## config.mk

```make
export PLATFORM = sky130hd
export DESIGN_NAME = sha2_stream_padder
export DESIGN_NICKNAME = d
export VERILOG_FILES = /design/src/rtl/sha2pad_pkg.sv /design/src/rtl/sha2pad_ctrl.sv /design/src/rtl/sha2pad_data.sv /design/src/rtl/sha2_stream_padder.sv
export SDC_FILE = /design/constraint.sdc
export NUM_CORES = 1
export LEC_CHECK = 0
export BUFFER_PORTS_ARGS = -buffer_cell sky130_fd_sc_hd__buf_4
export CORE_ASPECT_RATIO = 1.4
export CORE_MARGIN = 1.5
export CORE_UTILIZATION = 45
export CTS_BUF_LIST = sky130_fd_sc_hd__clkbuf_2
export CTS_CLUSTER_SIZE = 8
export DETAILED_ROUTE_END_ITERATION = 16
export HOLD_SLACK_MARGIN = 0.08
export SETUP_SLACK_MARGIN = 0.4
export SLEW_MARGIN = 20
export SYNTH_ARGS = -nofsm -noshare
export SYNTH_HDL_FRONTEND = slang
export SYNTH_SLANG_ARGS = --single-unit
```

## constraint.sdc

```tcl
create_clock -name clk -period 5.5 [get_ports clk]
set_input_delay 0.55 -clock clk [delete_from_list [all_inputs] [get_ports clk]]
set_output_delay 0.55 -clock clk [all_outputs]
set_load 0.02 [all_outputs]
```

## src/rtl/sha2pad_pkg.sv

```systemverilog
package sha2pad_pkg;

  typedef enum logic [1:0] {
    SEL_MSG  = 2'd0,
    SEL_PAD  = 2'd1,
    SEL_ZERO = 2'd2,
    SEL_LEN  = 2'd3
  } wordSel_e;

  typedef enum logic [1:0] {
    ST_PASS   = 2'd0,
    ST_PADBIT = 2'd1,
    ST_ZERO   = 2'd2,
    ST_LEN    = 2'd3
  } padState_e;

  // strobes from control to datapath
  typedef struct packed {
    logic       load;       // capture a new output word
    logic       clear;      // first word of a message: restart bit count
    wordSel_e   sel;        // source of the output word
    logic       partial;    // final message word with fewer bytes than a full word
    logic [2:0] keepBytes;  // valid leading bytes of a partial word
    logic [3:0] lenLeft;    // length word index, 0 = least significant
    logic       first;      // word 0 of a block
    logic       final_;     // closing word of the final block
  } padCtl_t;

endpackage

```

## src/rtl/sha2pad_ctrl.sv

```systemverilog
module sha2pad_ctrl
  import sha2pad_pkg::*;
#(
  parameter int DATA_W = 16,
  localparam int BYTES = DATA_W / 8,
  localparam int CNT_W = $clog2(BYTES + 1)
) (
  input  logic             clk,
  input  logic             rst,
  input  logic             inValid,
  input  logic             inLast,
  input  logic [CNT_W-1:0] inBytes,
  input  logic             modeWide,
  input  logic             canLoad,
  output logic             inReady,
  output padCtl_t          ctl
);

  localparam int WPB_N  = 512 / DATA_W;
  localparam int WPB_W  = 1024 / DATA_W;
  localparam int LENW_N = 64 / DATA_W;
  localparam int LENW_W = 128 / DATA_W;
  localparam int IDX_W  = $clog2(WPB_W);
  localparam int LI_W   = $clog2(LENW_W);

  localparam logic [IDX_W-1:0] LASTN = IDX_W'(WPB_N - 1);
  localparam logic [IDX_W-1:0] LASTW = IDX_W'(WPB_W - 1);
  localparam logic [IDX_W-1:0] THRN  = IDX_W'(WPB_N - LENW_N);
  localparam logic [IDX_W-1:0] THRW  = IDX_W'(WPB_W - LENW_W);
  localparam logic [LI_W-1:0]  LTOPN = LI_W'(LENW_N - 1);
  localparam logic [LI_W-1:0]  LTOPW = LI_W'(LENW_W - 1);

  padState_e        state, stNext;
  logic [IDX_W-1:0] idx;
  logic [LI_W-1:0]  lenLeft;
  logic             startOfMsg;
  logic             modeQ;

  logic             wideEff;
  logic [IDX_W-1:0] lastIdx, thr, idxNext;
  logic [LI_W-1:0]  lenTop;
  logic             lastPartial;
  padState_e        afterPad;

  assign wideEff     = startOfMsg ? modeWide : modeQ;
  assign lastIdx     = wideEff ? LASTW : LASTN;
  assign thr         = wideEff ? THRW : THRN;
  assign lenTop      = wideEff ? LTOPW : LTOPN;
  assign idxNext     = (idx == lastIdx) ? '0 : idx + 1'b1;
  assign lastPartial = inLast && (inBytes < CNT_W'(BYTES));
  assign afterPad    = (idxNext == thr) ? ST_LEN : ST_ZERO;

  always_comb begin
    ctl           = '0;
    ctl.sel       = SEL_MSG;
    ctl.first     = (idx == '0);
    ctl.keepBytes = 3'(inBytes);
    ctl.lenLeft   = 4'(lenLeft);
    inReady       = 1'b0;
    stNext        = state;
    unique case (state)
      ST_PASS: begin
        inReady = canLoad;
        if (inValid && canLoad) begin
          ctl.load    = 1'b1;
          ctl.sel     = SEL_MSG;
          ctl.clear   = startOfMsg;
          ctl.partial = lastPartial;
          if (inLast) stNext = lastPartial ? afterPad : ST_PADBIT;
        end
      end
      ST_PADBIT: begin
        if (canLoad) begin
          ctl.load = 1'b1;
          ctl.sel  = SEL_PAD;
          stNext   = afterPad;
        end
      end
      ST_ZERO: begin
        if (canLoad) begin
          ctl.load = 1'b1;
          ctl.sel  = SEL_ZERO;
          if (idxNext == thr) stNext = ST_LEN;
        end
      end
      ST_LEN: begin
        if (canLoad) begin
          ctl.load   = 1'b1;
          ctl.sel    = SEL_LEN;
          ctl.final_ = (lenLeft == '0);
          if (lenLeft == '0) stNext = ST_PASS;
        end
      end
      default: stNext = ST_PASS;
    endcase
  end

  always_ff @(posedge clk) begin
    if (rst) begin
      state      <= ST_PASS;
      idx        <= '0;
      lenLeft    <= '0;
      startOfMsg <= 1'b1;
      modeQ      <= 1'b0;
    end else if (ctl.load) begin
      state <= stNext;
      idx   <= idxNext;
      if (state == ST_PASS && startOfMsg) begin
        modeQ      <= modeWide;
        startOfMsg <= 1'b0;
      end
      if (state != ST_LEN && stNext == ST_LEN) lenLeft <= lenTop;
      else if (state == ST_LEN) lenLeft <= lenLeft - 1'b1;
      if (state == ST_LEN && lenLeft == '0) startOfMsg <= 1'b1;
    end
  end


  len_align_chk: assert property (@(posedge clk) disable iff (rst)
    state == ST_LEN |-> idx >= thr);


  block_end_chk: assert property (@(posedge clk) disable iff (rst)
    ctl.final_ |-> idx == lastIdx);


  idx_range_chk: assert property (@(posedge clk) disable iff (rst)
    idx <= lastIdx);


  no_take_chk: assert property (@(posedge clk) disable iff (rst)
    (state != ST_PASS) |=> !(inReady && $past(state) == ST_LEN && $past(lenLeft) != '0));

endmodule

```

## src/rtl/sha2pad_data.sv

```systemverilog
module sha2pad_data
  import sha2pad_pkg::*;
#(
  parameter int DATA_W = 16
) (
  input  logic              clk,
  input  logic              rst,
  input  padCtl_t           ctl,
  input  logic [DATA_W-1:0] inData,
  input  logic              outReady,
  output logic              canLoad,
  output logic              outValid,
  output logic [DATA_W-1:0] outData,
  output logic              outFirst,
  output logic              outFinal
);

  localparam int BYTES = DATA_W / 8;

  logic [63:0]       bitCount, countBase, countAdd;
  logic [63:0]       lenShift;
  logic [DATA_W-1:0] msgWord, nextWord;
  int                shAmt;

  assign canLoad = !outValid || outReady;

  // mask the final partial word and drop the pad byte behind its data
  always_comb begin
    msgWord = inData;
    if (ctl.partial) begin
      for (int k = 0; k < BYTES; k++) begin
        if (k < int'(ctl.keepBytes))
          msgWord[DATA_W-1-8*k -: 8] = inData[DATA_W-1-8*k -: 8];
        else if (k == int'(ctl.keepBytes))
          msgWord[DATA_W-1-8*k -: 8] = 8'h80;
        else
          msgWord[DATA_W-1-8*k -: 8] = 8'h00;
      end
    end
  end

  always_comb begin
    shAmt    = int'(ctl.lenLeft) * DATA_W;
    lenShift = bitCount >> shAmt;
    unique case (ctl.sel)
      SEL_MSG:  nextWord = msgWord;
      SEL_PAD:  nextWord = {1'b1, {(DATA_W-1){1'b0}}};
      SEL_ZERO: nextWord = '0;
      SEL_LEN:  nextWord = lenShift[DATA_W-1:0];
      default:  nextWord = '0;
    endcase
  end

  assign countBase = ctl.clear ? 64'd0 : bitCount;
  assign countAdd  = ctl.partial ? (64'(ctl.keepBytes) << 3) : 64'(DATA_W);

  always_ff @(posedge clk) begin
    if (rst) begin
      bitCount <= '0;
      outValid <= 1'b0;
      outData  <= '0;
      outFirst <= 1'b0;
      outFinal <= 1'b0;
    end else begin
      if (ctl.load && ctl.sel == SEL_MSG) bitCount <= countBase + countAdd;
      if (ctl.load) begin
        outValid <= 1'b1;
        outData  <= nextWord;
        outFirst <= ctl.first;
        outFinal <= ctl.final_;
      end else if (outReady) begin
        outValid <= 1'b0;
      end
    end
  end


  hold_out_chk: assert property (@(posedge clk) disable iff (rst)
    outValid && !outReady |=> outValid && $stable(outData) && $stable(outFinal) && $stable(outFirst));


  final_not_first_chk: assert property (@(posedge clk) disable iff (rst)
    outValid && outFinal |-> !outFirst);

endmodule

```

## src/rtl/sha2_stream_padder.sv

```systemverilog
module sha2_stream_padder
  import sha2pad_pkg::*;
#(
  parameter int DATA_W = 16,
  localparam int BYTES = DATA_W / 8,
  localparam int CNT_W = $clog2(BYTES + 1)
) (
  input  logic              clk,
  input  logic              rst,
  input  logic              inValid,
  output logic              inReady,
  input  logic [DATA_W-1:0] inData,
  input  logic              inLast,
  input  logic [CNT_W-1:0]  inBytes,
  input  logic              modeWide,
  output logic              outValid,
  input  logic              outReady,
  output logic [DATA_W-1:0] outData,
  output logic              outFirst,
  output logic              outFinal
);

  padCtl_t ctl;
  logic    canLoad;

  sha2pad_ctrl #(.DATA_W(DATA_W)) i_ctrl (
    .clk      (clk),
    .rst      (rst),
    .inValid  (inValid),
    .inLast   (inLast),
    .inBytes  (inBytes),
    .modeWide (modeWide),
    .canLoad  (canLoad),
    .inReady  (inReady),
    .ctl      (ctl)
  );

  sha2pad_data #(.DATA_W(DATA_W)) i_data (
    .clk      (clk),
    .rst      (rst),
    .ctl      (ctl),
    .inData   (inData),
    .outReady (outReady),
    .canLoad  (canLoad),
    .outValid (outValid),
    .outData  (outData),
    .outFirst (outFirst),
    .outFinal (outFinal)
  );

endmodule

```

After elaboration in Yosys (flattened, before gate mapping)
Index checks and enable logic that the tools add are counted.
{"block": "totals", "reg_bits": 96, "elab_cells": 89, "input_bits": 24, "output_inout_bits": 20}
{"block": "classes", "mux": 41, "eq_ne": 11, "n_lt_le_gt_ge": 3, "addsub": 3, "shifts": 1, "n_reduce_logical": 20}
{"operator": "adder 64 bit", "count": 1}
{"operator": "two-way mux 64 bit", "count": 1}
{"operator": "case mux 16 bit (4 select lines)", "count": 1}
{"operator": ">> shifter 64 x 7 -> 16 bit", "count": 1}
{"operator": "two-way mux 8 bit", "count": 4}
{"operator": "two-way mux 2 bit", "count": 10}
{"operator": "two-way mux 6 bit", "count": 3}
{"operator": "two-way mux 16 bit", "count": 1}
{"operator": "case mux 2 bit (4 select lines)", "count": 2}
{"operator": "two-way mux 1 bit", "count": 13}
{"operator": "equality test 6 bit", "count": 2}
{"operator": "equality test 2 bit, second input constant", "count": 5}
{"operator": "two-way mux 5 bit", "count": 2}
{"operator": "two-way mux 3 bit", "count": 3}
{"operator": "adder 6 x 1 -> 6 bit, second input constant", "count": 1}
{"operator": "logical AND 1 bit", "count": 6}
{"operator": "zero test 3 bit", "count": 2}
{"operator": "zero test 6 bit", "count": 1}
{"operator": "AND reduction 2 bit", "count": 3}
{"operator": "nonzero test 2 bit", "count": 3}
{"operator": "equality test 2 x 1 -> 1 bit, second input constant", "count": 2}
{"operator": "zero test 2 bit", "count": 2}
{"operator": "less-than comparator 1 x 2 -> 1 bit, first input constant", "count": 2}
{"operator": "OR reduction 3 bit", "count": 1}
{"operator": "other kinds (7)", "count": 7}

Depth between registers and ports, before layout
Gate-level depths: netlist of run 1.
{"block": "depth", "ltp_word": 14, "depth_mapped": 15, "depth_no_buf": 11}

By module
From an unflattened synthesis of run 1, not the netlist that was laid out.
{"block": "hier_totals", "hier_cells": 687, "hier_area_um2": 5789.3}
{"module": "sha2pad_data", "area_per_inst_um2": 4825.9, "cells_each": 569, "n_inst": 1, "seq_area_each_um2": 1601.5}
{"module": "sha2pad_ctrl", "area_per_inst_um2": 963.4, "cells_each": 118, "n_inst": 1, "seq_area_each_um2": 260.2}

Least setup slack after synthesis of run 1
OpenSTA, ideal clock, no wires.
{"block": "synth_timing", "path_type": "input -> register", "start": "input outReady", "end": "register i_data.bitCount[63]", "required_time_ns": 5.430, "stages": 14, "arrival_ns": 3.940, "slack_ns": 1.490, "path_buffers": 3, "cell_sequence": "and2b_1 > or3_1 > clkbuf_1 > clkbuf_1 > clkbuf_1 > and2_1 > ha_1 > fa_1 > nand3_1 > nor3_4 > nand4_2 > or4_1 > a211o_1 > a21oi_1"}
{"block": "synth_between", "elab_chain_cells": 6}
{"element": "from (decl)", "line_no": "sha2_stream_padder.sv:17", "rtl": "input logic outReady,"}
{"element": "logical OR 1 bit (*)", "line_no": "sha2pad_data.sv:25", "rtl": "assign canLoad = !outValid || outReady;"}
{"element": "logical AND 1 bit", "line_no": "sha2pad_ctrl.sv:64", "rtl": "if (inValid && canLoad) begin"}
{"element": "two-way mux 5 bit", "line_no": "sha2pad_ctrl.sv:64"}
{"element": "two-way mux 1 bit", "line_no": "sha2pad_ctrl.sv:61", "rtl": "unique case (state)"}
{"element": "two-way mux 64 bit or two-way mux 5 bit (tied branches)", "line_no": "sha2pad_data.sv:54, sha2pad_data.sv:55"}
{"element": "adder 64 bit", "line_no": "sha2pad_data.sv:65", "rtl": "if (ctl.load && ctl.sel == SEL_MSG) bitCount <= countBase + countAdd;"}
{"element": "to (signal assigned)", "line_no": "sha2pad_data.sv:65"}
{"element": "to (decl)", "line_no": "sha2pad_data.sv:20", "rtl": "logic [63:0] bitCount, countBase, countAdd;"}
Mark *: on every way between the ends. The rest lies on a longest branch, timed or not.
A chain may end at the register's enable or synchronous reset.

Worst setup path after layout of run 1
{"block": "layout_timing", "start": "register i_ctrl.state[0]", "end": "register i_data.bitCount[63]"}
{"block": "layout_between", "elab_chain_cells": 4}
{"element": "from (decl)", "line_no": "sha2pad_ctrl.sv:33", "rtl": "padState_e state, stNext;"}
{"element": "from (signal assigned)", "line_no": "sha2pad_ctrl.sv:106", "rtl": "state <= stNext;"}
{"element": "zero test 2 bit (tied with other cells)", "line_no": "sha2pad_ctrl.sv:61"}
{"element": "two-way mux 1 bit (tied with other cells)", "line_no": "sha2pad_ctrl.sv:61"}
{"element": "two-way mux 64 bit (tied with other cells)", "line_no": "sha2pad_data.sv:54", "rtl": "assign countBase = ctl.clear ? 64'd0 : bitCount;"}
{"element": "adder 64 bit or logical AND 1 bit (tied branches)", "line_no": "sha2pad_data.sv:65"}
Parallel ways exist; a longest one is shown, timed or not.

==> flow_metrics.py, run 1 <==
metrics = {
    "run_status": {
        "status": "finished clean",
    },
    "setup_path": {
        "critPathCapture": "i_data.bitCount[63]$_SDFFE_PP0P_",
        "arrival_ns": 4.44,
        "crit_chain": "or2_1 -> nor4_1 -> and2_1 -> ha_1 -> fa_1 -> nand3_1 -> nor3_4 -> nand4_2 -> or4_1 -> a211o_1 -> a21oi_1",
        "worstRegToRegCells": 11,
        "start_kind": "flip-flop",
        "end_kind": "flip-flop",
        "r2r_start": "i_ctrl.state[0]$_SDFFE_PP0P_",
        "cp_slowest_cell": "or4_1",
        "worstSetupStartpoint": "i_ctrl.state[0]$_SDFFE_PP0P_",
        "path_class": "flip-flop to flip-flop",
        "r2r-end": "i_data.bitCount[63]$_SDFFE_PP0P_",
        "required_ns": 6.04,
        "cp_max_fo": 15,
        "reg2reg_slack_ns": 1.61,
        "cpPeakStageDelay_ns": 0.68,
    },
    "route": {
        "via_per_inst": 5.805,
        "drc_errors": 0,
        "post_drt_wl_per_cell_um": 17.93,
        "vias": 4656,
        "drt_iter0_drc": 281,
        "ant_nets": 0,
        "drt_pre_antenna_iters": 5,
        "drt-total-wl_um": 14380,
    },
    "clocking": {
        "cts_root_buf": "clkbuf_2",
        "cts_buffer_depth": 2,
        "clkSinkCount": 93,
        "clk_pin_slew_ns": 0.30,
        "postCtsHoldBufs": 0,
        "numCtsBuffers": 9,
        "clock_latency_ns": 0.60,
        "cts_resized": 0,
        "ctsHtreeMaxLevel": 3,
        "cts_tree": "done",
        "cts_setup_buffers": 0,
    },
    "placement": {
        "placed_cell_area_um2": 5514,
        "place_congestion": 0.9779,
        "portBuffers": 43,
        "dp_hpwl_um": 10520,
        "pre_cts_slack_ns": 1.404,
    },
    "grt": {
        "globalRouteOverflowTotal": 0,
        "grt_max_degree": 64,
        "grt.total_usage": 0.2517,
        "grt_pass1_wl_um": 23130,
        "antenna_found_initial": 1,
        "grt_pass1_vias": 4408,
    },
    "floorplan": {
        "design.core.area_um2": 10920,
        "start_util": 0.4670,
        "die_x_um": 92.99,
        "die_y_um": 129.0,
        "rows": 45,
        "die-area_um2": 11990,
        "ios": 44,
    },
    "synth": {
        "syn_avg_cell_area_um2": 8.097,
        "synth_ff_type": "dfxtp_1",
        "synth_edf_count": 0,
        "ys_seq_elements": 93,
        "syn_inst": 630,
        "synth_fp_nets": 661,
        "netlist_area_um2": 5101,
        "synth.distinct_cells": 58,
        "async_flop_share": 0,
        "yosysSeqAreaShare": 0.3650,
        "ys_warn_count": 0,
    },
    "sta": {
        "final.setup.tns_ns": 0,
        "slew_headroom": 0.4810,
        "clock.fmax_ghz": 0.2568,
        "finalCriticalPeriod_ns": 3.894,
        "layout_worst_path_cycle_share": 0.7079,
        "hold_viol": 0,
        "grt_setup_unrepaired": "false",
        "skew_ns": 0.04622,
        "fin_ws_ns": 1.606,
        "worstMarginPinSlew_ns": 0.7775,
        "setup_violations": 0,
        "maxSlewViolCount": 0,
    },
    "hold_path": {
        "hold_class": "primary input to flip-flop",
    },
    "finish": {
        "fin_nets": 686,
        "syn2layout_area_growth_pct": 10.57,
        "fin_area_um2": 5640,
        "drive_above_1_share": 0.1379,
    },
    "flow_run": {
        "cap_viol_max_count": 0,
    },
    "pwr": {
        "leakage_nw": 1.904,
        "ir_drop_uv": 117.8,
        "power_density_nw_per_um2": 223.7,
        "power_mw": 1.262,
    },
}
==> flip-flops by register name (all words and copies together), names as in the netlist <==
register / flops
i_data.bitCount: 61
i_data.outData: 16
i_ctrl.idx: 6
i_ctrl.lenLeft: 3
i_ctrl.state: 2
i_ctrl.modeQ: 1
i_ctrl.startOfMsg: 1
i_data.outFinal: 1
i_data.outFirst: 1
i_data.outValid: 1
==> cells in the final DEF (no fill, tap or decap), types with 5 or more instances in the layout <==
cell       n
nor4_1    14
buf_4     51
mux2i_1    5
nor2_1    93
and3_1     9
clkbuf_2   9
inv_1     16
o21ai_0   22
nor3_1    38
mux4_2    13
nand4_1   15
a221oi_1  15
xnor2_1   28
xor2_1    18
or3_1      9
nand2_1   71
a21o_1     5
or4_1      6
dfxtp_1   93
ha_1       6
and2_1     6
a21oi_1   30
nand3_1   31
==> per-layer routing <==
layer	GRT usage	up-vias	part of all wire
met2	0.4354	135	0.50
met1	0.3116	2201	0.42
met5	0	-	0
li1	-	2293	-
met3	0.05083	27	0.053
met4	0.08200	0	0.023
==> worst min path at each step <==
| stage | start | to | slack (ns) | depth (start not counted) |
|---|---|---|---|---|
| floorplan | i_data.bitCount[3]$_SDFFE_PP0P_ | i_data.bitCount[3]$_SDFFE_PP0P_ | 0.44 | 2 |
| global placement | i_data.outFirst$_SDFFE_PP0P_ | i_data.outFirst$_SDFFE_PP0P_ | 0.45 | 2 |
| detailed placement | i_data.outFirst$_SDFFE_PP0P_ | i_data.outFirst$_SDFFE_PP0P_ | 0.45 | 2 |
| CTS | modeWide | i_ctrl.modeQ$_SDFFE_PP0P_ | 0.20 | 3 |
| global route | inData[2] | i_data.outData[2]$_SDFFE_PP0P_ | 0.14 | 3 |
| finish | inData[2] | i_data.outData[2]$_SDFFE_PP0P_ | 0.22 | 3 |
==> through the flow <==
stage / utilization / hold WS, ns / std cells
6_report: 0.5164 / 0.2189 / 802
3_3_place_gp: 0.5048 / 0.4496 / 785
2_1_floorplan: - / 0.4418 / 630
3_5_place_dp: 0.5048 / 0.4468 / 785
5_1_grt: 0.5164 / 0.1368 / 802
4_1_cts: 0.5162 / 0.1950 / 801
==> worst max-delay path, delay by kind of cell (launching register included) <==
family	cells	cell delay, ns
fa+ha+maj	2	0.45
compound gates	2	0.43
flops	1	0.42
simple gates	7	2.57
==> power breakdown <==
part           switching, mW  internal, mW
sequential            0.0170         0.696
clock                  0.254         0.112
combinational          0.113        0.0690
==> Yosys cell counts (2+ instances only) <==
master     n  share of area
a31oi_1    4         0.0049
inv_1     16          0.012
ha_1       6          0.015
mux2i_1    5         0.0098
o311ai_0   2         0.0034
a221oi_1  15          0.026
buf_1      2         0.0015
and2_1     6         0.0074
nand4_1   15          0.018
nor2b_1    4         0.0049
xnor2_1   28          0.048
xor2_1    18          0.031
a22oi_1    2         0.0029
mux4_2    13          0.057
buf_2      3         0.0029
nor3_1    38          0.037
nand3_1   31          0.030
nor4_1    14          0.017
or2_2      3         0.0037
a21oi_1   30          0.029
o31a_1     2         0.0034
nand2_1   71          0.052
clkbuf_1  31          0.023
and3_1     9          0.011
nor3_4     2         0.0064
a211oi_1   2         0.0029
nor2_1    93          0.068
o21ai_1    2         0.0020
dfxtp_1   93           0.36
nand2b_1   3         0.0037
o21ai_0   23          0.023
or4_1      6         0.0088
or3_1      9          0.011
a21o_1     5         0.0074
==> logic make-up after synthesis <==
logic type	count (synthesis)	share of synthesized area
buf+inv	53	0.04047
flops	93	0.3650
xor+xnor	46	0.07898
mux	19	0.06941
compound gates	97	0.1224
fa+ha+maj	7	0.01864
simple gates	315	0.3051
==> final cells by class <==
type | instances | area [µm²]
multi-input cells | 484 | 3033
repair buffers | 51 | 382.9
flip-flops and latches | 93 | 1862
clock inverters | 7 | 78.83
diodes | 1 | 2.502
fillers | 1060 | 5283
inverters | 16 | 60.06
well taps | 141 | 176.4
clock buffers | 9 | 45.04
No activity file was read; power rests on OpenSTA's default activity.
==> run 2: changes to the inputs <==
Clock period 5.5 ns to 4.1 ns, I/O delays scaled along.
==> flow_metrics.py, run 2 (synthesized netlist as in run 1, its figures left out) <==
metrics = {
    "clocking": {
        "clock_latency_ns": 0.59,
        "cts_buffer_depth": 2,
        "cts_root_buf": "clkbuf_2",
        "cts_setup_buffers": 0,
        "clk_pin_slew_ns": 0.26,
        "cts_tree": "done",
        "clkSinkCount": 93,
        "numCtsBuffers": 9,
        "ctsHtreeMaxLevel": 3,
    },
    "hold_path": {
        "hold_start": "inData[6]",
        "holdPathStages": 3,
        "min_to": "i_data.outData[6]$_SDFFE_PP0P_",
        "hold_class": "primary input to flip-flop",
    },
    "grt": {
        "grt.total_usage": 0.2601,
        "globalRouteOverflowTotal": 0,
        "grt_pass1_vias": 4692,
        "grt_pass1_wl_um": 24250,
        "antenna_found_initial": 1,
        "grt_max_degree": 64,
    },
    "sta": {
        "worstMarginPinSlew_ns": 0.8580,
        "slew_headroom": 0.4272,
        "final.setup.tns_ns": 0,
        "clock.fmax_ghz": 0.2859,
        "layout_worst_path_cycle_share": 0.8531,
        "fin_ws_ns": 0.6023,
        "finalCriticalPeriod_ns": 3.498,
        "setup_violations": 0,
        "hold_viol": 0,
        "skew_ns": 0.03002,
        "maxSlewViolCount": 0,
        "grt_setup_unrepaired": "false",
    },
    "setup_path": {
        "worstRegToRegCells": 11,
        "cp_slowest_cell": "or4_1",
        "path_class": "flip-flop to flip-flop",
        "end_kind": "flip-flop",
        "start_kind": "flip-flop",
        "path_common_cell": "a21oi_1",
        "reg2reg_slack_ns": 0.60,
        "crit_chain": "or2_4 -> nor4_1 -> inv_1 -> ha_1 -> a21oi_1 -> nor3b_2 -> nand3_2 -> buf_4 -> or4_1 -> or3_1 -> a21oi_1",
        "cpPeakStageDelay_ns": 0.55,
        "cp_max_fo": 21,
        "arrival_ns": 4.01,
        "r2r_start": "i_ctrl.state[0]$_SDFFE_PP0P_",
        "r2r-end": "i_data.bitCount[54]$_SDFFE_PP0P_",
        "required_ns": 4.61,
    },
    "placement": {
        "pre_cts_slack_ns": 0.4531,
        "place_congestion": 0.9447,
        "portBuffers": 43,
        "dp_hpwl_um": 10790,
    },
    "floorplan": {
        "design.core.area_um2": 10920,
        "die_x_um": 92.99,
        "start_util": 0.4670,
        "rows": 45,
        "ios": 44,
        "die_y_um": 129.0,
        "die-area_um2": 11990,
    },
    "finish": {
        "syn2layout_area_growth_pct": 12.66,
        "largestRegisters": "i_data.bitCount (61), i_data.outData (16), i_ctrl.idx (6)",
        "fillers": 1078,
        "top_register": "i_data.bitCount",
        "fin_nets": 696,
        "largest_reg_flops": 61,
        "final_cell_mix": "nor2_1 (93), dfxtp_1 (93), nand2_1 (71)",
        "drive_above_1_share": 0.1478,
    },
    "pwr": {
        "ir_drop_uv": 125.2,
        "leakage_nw": 1.960,
        "power_density_nw_per_um2": 302.3,
    },
    "route": {
        "ant_nets": 0,
        "post_drt_wl_per_cell_um": 18.35,
        "via_per_inst": 5.941,
        "drt_iter0_drc": 284,
        "drc_errors": 0,
        "vias": 4824,
        "drt-total-wl_um": 14900,
        "drt_pre_antenna_iters": 9,
    },
    "run_status": {
        "status": "finished clean",
    },
    "flow_run": {
        "cap_viol_max_count": 0,
    },
}
[run 2: worst max path at each step]
stage,cells after the start,endpoint,from
global placement,13,i_data.bitCount[54]$_SDFFE_PP0P_,outReady
detailed placement,13,i_data.bitCount[63]$_SDFFE_PP0P_,outReady
CTS,12,i_data.bitCount[63]$_SDFFE_PP0P_,i_ctrl.state[0]$_SDFFE_PP0P_
finish,11,i_data.bitCount[54]$_SDFFE_PP0P_,i_ctrl.state[0]$_SDFFE_PP0P_
floorplan,14,i_data.bitCount[63]$_SDFFE_PP0P_,i_data.outValid$_SDFFE_PP0P_
global route,11,i_data.bitCount[54]$_SDFFE_PP0P_,i_ctrl.state[0]$_SDFFE_PP0P_
[run 2: repair_timing]
item / CTS / global route
hold buffers: 1 / 2
resized for setup: 0 / 2
endpoints found under the setup margin: 0 / 6
hold endpoints to repair: 1 / 2
[run 2: cell type report]
cell class	instances	area [µm²]	area share
Timing Repair Buffer	61	469.2	0.08165
Inverter	16	60.06	0.01045
Sequential cell	93	1862	0.3240
Tap cell	141	176.4	0.03070
Clock buffer	10	50.05	0.008709
Antenna cell	1	2.502	0.0004354
Clock inverter	6	86.33	0.01502
Multi-Input combinational cell	484	3040	0.5291
[run 2: stage by stage]
stage | hold slack (ns) | power [mW] | std cells | utilization | instance area (µm²)
floorplan | 0.4418 | 1.128 | 630 | - | 5110
finish | 0.09898 | 1.737 | 812 | 0.5261 | 5747
global placement | 0.4455 | 1.219 | 792 | 0.5101 | 5572
global route | 0.09315 | 1.819 | 812 | 0.5261 | 5747
detailed placement | 0.4658 | 1.224 | 792 | 0.5101 | 5572
CTS | 0.09792 | 1.748 | 809 | 0.5235 | 5718
[run 2: routing by layer]
layer	vias to the layer above	wire, µm	global-route usage
met2	187	7618	0.4594
met4	0	361	0.08645
met3	31	816	0.03960
met1	2294	6102	0.3212
met5	-	0	0
li1	2312	-	-
[run 2: where the power goes]
group	total [mW]	internal, mW	switching [mW]	leakage (nW)
combinational	0.258	0.0989	0.159	1.12
sequential	0.953	0.933	0.0201	0.755
clock	0.526	0.205	0.321	0.0839
[run 2: worst max-delay path: cells and delay by family (launching register included)]
family / cells / cell delay (ns)
AO/OA/AOI/OAI: 2 / 0.21
adder cells (fa/ha/maj): 1 / 0.31
buffers and inverters: 2 / 0.42
flip-flops: 1 / 0.44
AND/OR/NAND/NOR: 6 / 2.04
==> run 3: changes to the inputs <==
Settings changed: CORE_ASPECT_RATIO 1.4 to 0.8, CTS_CLUSTER_SIZE 8 to default, PLACE_DENSITY from default to 0.65.
Clock period 4.1 ns to 2.9 ns, I/O delays scaled along.
==> flow_metrics.py, run 3 (synthesized netlist as in run 1, its figures left out) <==
metrics = {
    "grt": {
        "grt_max_degree": 63,
        "globalRouteOverflowTotal": 0,
        "grt.total_usage": 0.2785,
        "grt_pass1_wl_um": 25790,
        "grt_pass1_vias": 4925,
        "antenna_found_initial": 1,
    },
    "finish": {
        "fin_cells": 875,
        "final_cell_mix": "dfxtp_1 (90), nor2_1 (86), buf_4 (80)",
        "fin_nets": 757,
        "fillers": 916,
        "fin_util": 0.6386,
        "largestRegisters": "i_data.bitCount (61), i_data.outData (16), i_ctrl.idx (6)",
        "largest_reg_flops": 61,
        "drive_above_1_share": 0.3051,
        "diodes": 0,
        "syn2layout_area_growth_pct": 37.40,
        "top_register": "i_data.bitCount",
        "layout_commonest_cell": "dfxtp_1",
        "fin_area_um2": 7009,
    },
    "floorplan": {
        "die-area_um2": 11990,
        "die_x_um": 122.0,
        "rows": 34,
        "design.core.area_um2": 10980,
        "start_util": 0.4648,
        "die_y_um": 98.23,
        "ios": 44,
    },
    "setup_path": {
        "cp_max_fo": 6,
        "crit_buf_inv": 0,
        "cpLargestDelayFamily": "simple AND/OR/NAND/NOR gates",
        "path_class": "flip-flop to flip-flop",
        "cp_slowest_cell": "or4_4",
        "start_kind": "flip-flop",
        "arrival_ns": 3.45,
        "end_kind": "flip-flop",
        "required_ns": 3.45,
        "crit_chain": "and2b_2 -> or3_4 -> and2_4 -> ha_4 -> a21oi_2 -> nor3b_2 -> nand3_2 -> or4_4 -> or3_4 -> a21oi_2",
        "cpPeakStageDelay_ns": 0.50,
    },
    "route": {
        "drt_iter0_drc": 384,
        "ant_nets": 0,
        "top_layer_used": "met5",
        "met2_length_um": 7135,
        "vias": 5153,
        "wl_met3_um": 1242,
        "via_per_inst": 5.889,
        "drc_errors": 0,
        "drt-total-wl_um": 15960,
        "wl_met1_um": 7260,
        "drt_pre_antenna_iters": 5,
        "post_drt_wl_per_cell_um": 18.24,
    },
    "placement": {
        "placed_cell_area_um2": 5913,
        "portBuffers": 43,
        "dp.cells": 813,
        "dp_hpwl_um": 10840,
        "pre_cts_slack_ns": -0.1200,
        "place_congestion": 0.9020,
    },
    "clocking": {
        "clock_latency_ns": 0.60,
        "cts_tree": "done",
        "clk_pin_slew_ns": 0.25,
        "ctsHtreeMaxLevel": 3,
        "numCtsBuffers": 9,
        "cts_root_buf": "clkbuf_2",
        "clkSinkCount": 93,
        "cts_buffer_depth": 2,
    },
    "sta": {
        "layout_worst_path_cycle_share": 1.000,
        "maxSlewViolCount": 0,
        "setup_violations": 1,
        "hold_viol": 0,
        "finalCriticalPeriod_ns": 2.901,
        "clock.fmax_ghz": 0.3447,
        "skew_ns": 0.02746,
        "slew_headroom": 0.4715,
        "worstMarginPinSlew_ns": 0.7868,
        "grt_setup_unrepaired": "true",
        "fin_ws_ns": -0.001405,
    },
    "run_status": {
        "violations": "negative setup slack",
        "status": "finished, violations left",
    },
    "pwr": {
        "power_density_nw_per_um2": 384.9,
        "ir_drop_uv": 292.0,
        "leakage_nw": 2.702,
        "power_mw": 2.698,
    },
    "flow_run": {
        "cap_viol_max_count": 0,
    },
    "hold_path": {
        "hold_class": "primary input to flip-flop",
    },
}
## run 3: changes by cell type in the layout (fill, tap and decap cells not counted), moves of 9 or more
cell,change
nor3_1,-18
buf_4,+23
nor4_1,-10
nor3_4,+12
nor4_4,+9
buf_6,+18
dlygate4sd3_1,+14
## run 3: metal layers
metal | vias to the layer above | GRT usage
met2 | 202 | 0.4149
met5 | - | 0.03750
met4 | 2 | 0.07873
li1 | 2435 | -
met3 | 35 | 0.06367
met1 | 2479 | 0.4000
## run 3: through the flow
stage / TNS [ns] / hold slack [ns]
floorplan: -2.940 / 0.4339
global placement: -0.2034 / 0.4462
detailed placement: -0.4002 / 0.4569
CTS: 0 / 0.09009
global route: -0.7942 / 0.1162
finish: -0.001405 / 0.1443
## run 3: area by class of cell
type / count / area (µm²) / area share
clock buffer: 9 / 45.04 / 0.006426
inverter: 16 / 62.56 / 0.008925
timing repair buffer: 122 / 1102 / 0.1573
clock inverter: 7 / 137.6 / 0.01964
sequential: 93 / 1868 / 0.2665
multi-input combinational: 484 / 3613 / 0.5155
tap: 144 / 180.2 / 0.02571
## run 3: repair_timing
action / in CTS / in global routing
pin swaps: 53 / 32
hold buffers: 17 / 0
resized for setup: 67 / 32
gates cloned: 1 / 0
endpoints found under the setup margin: 53 / 57
setup buffers: 23 / 5
hold endpoints to repair: 17 / 0
## run 3: final timing paths
check	startpoint	end	slack, ns	cells past startpoint
setup / recovery	i_data.outValid$_SDFFE_PP0P_	i_data.bitCount[60]$_SDFFE_PP0P_	-0.001	10
hold / removal	inValid	i_data.bitCount[3]$_SDFFE_PP0P_	0.14	4
setup reg to reg	i_data.outValid$_SDFFE_PP0P_	i_data.bitCount[60]$_SDFFE_PP0P_	-0.001	10
hold reg to reg	i_data.outFirst$_SDFFE_PP0P_	i_data.outFirst$_SDFFE_PP0P_	0.48	2
## run 3: worst min-delay path, cell delays in order
cell,delay [ns]
buf_4,0.14
nand2_1,0.14
nand2_1,0.10
a21oi_1,0.06
## run 3: where the power goes
part	switching [mW]	internal, mW	total [mW]
registers	0.0259	1.32	1.35
logic	0.251	0.183	0.434
clock network	0.464	0.453	0.917
total	0.741	1.96	2.70
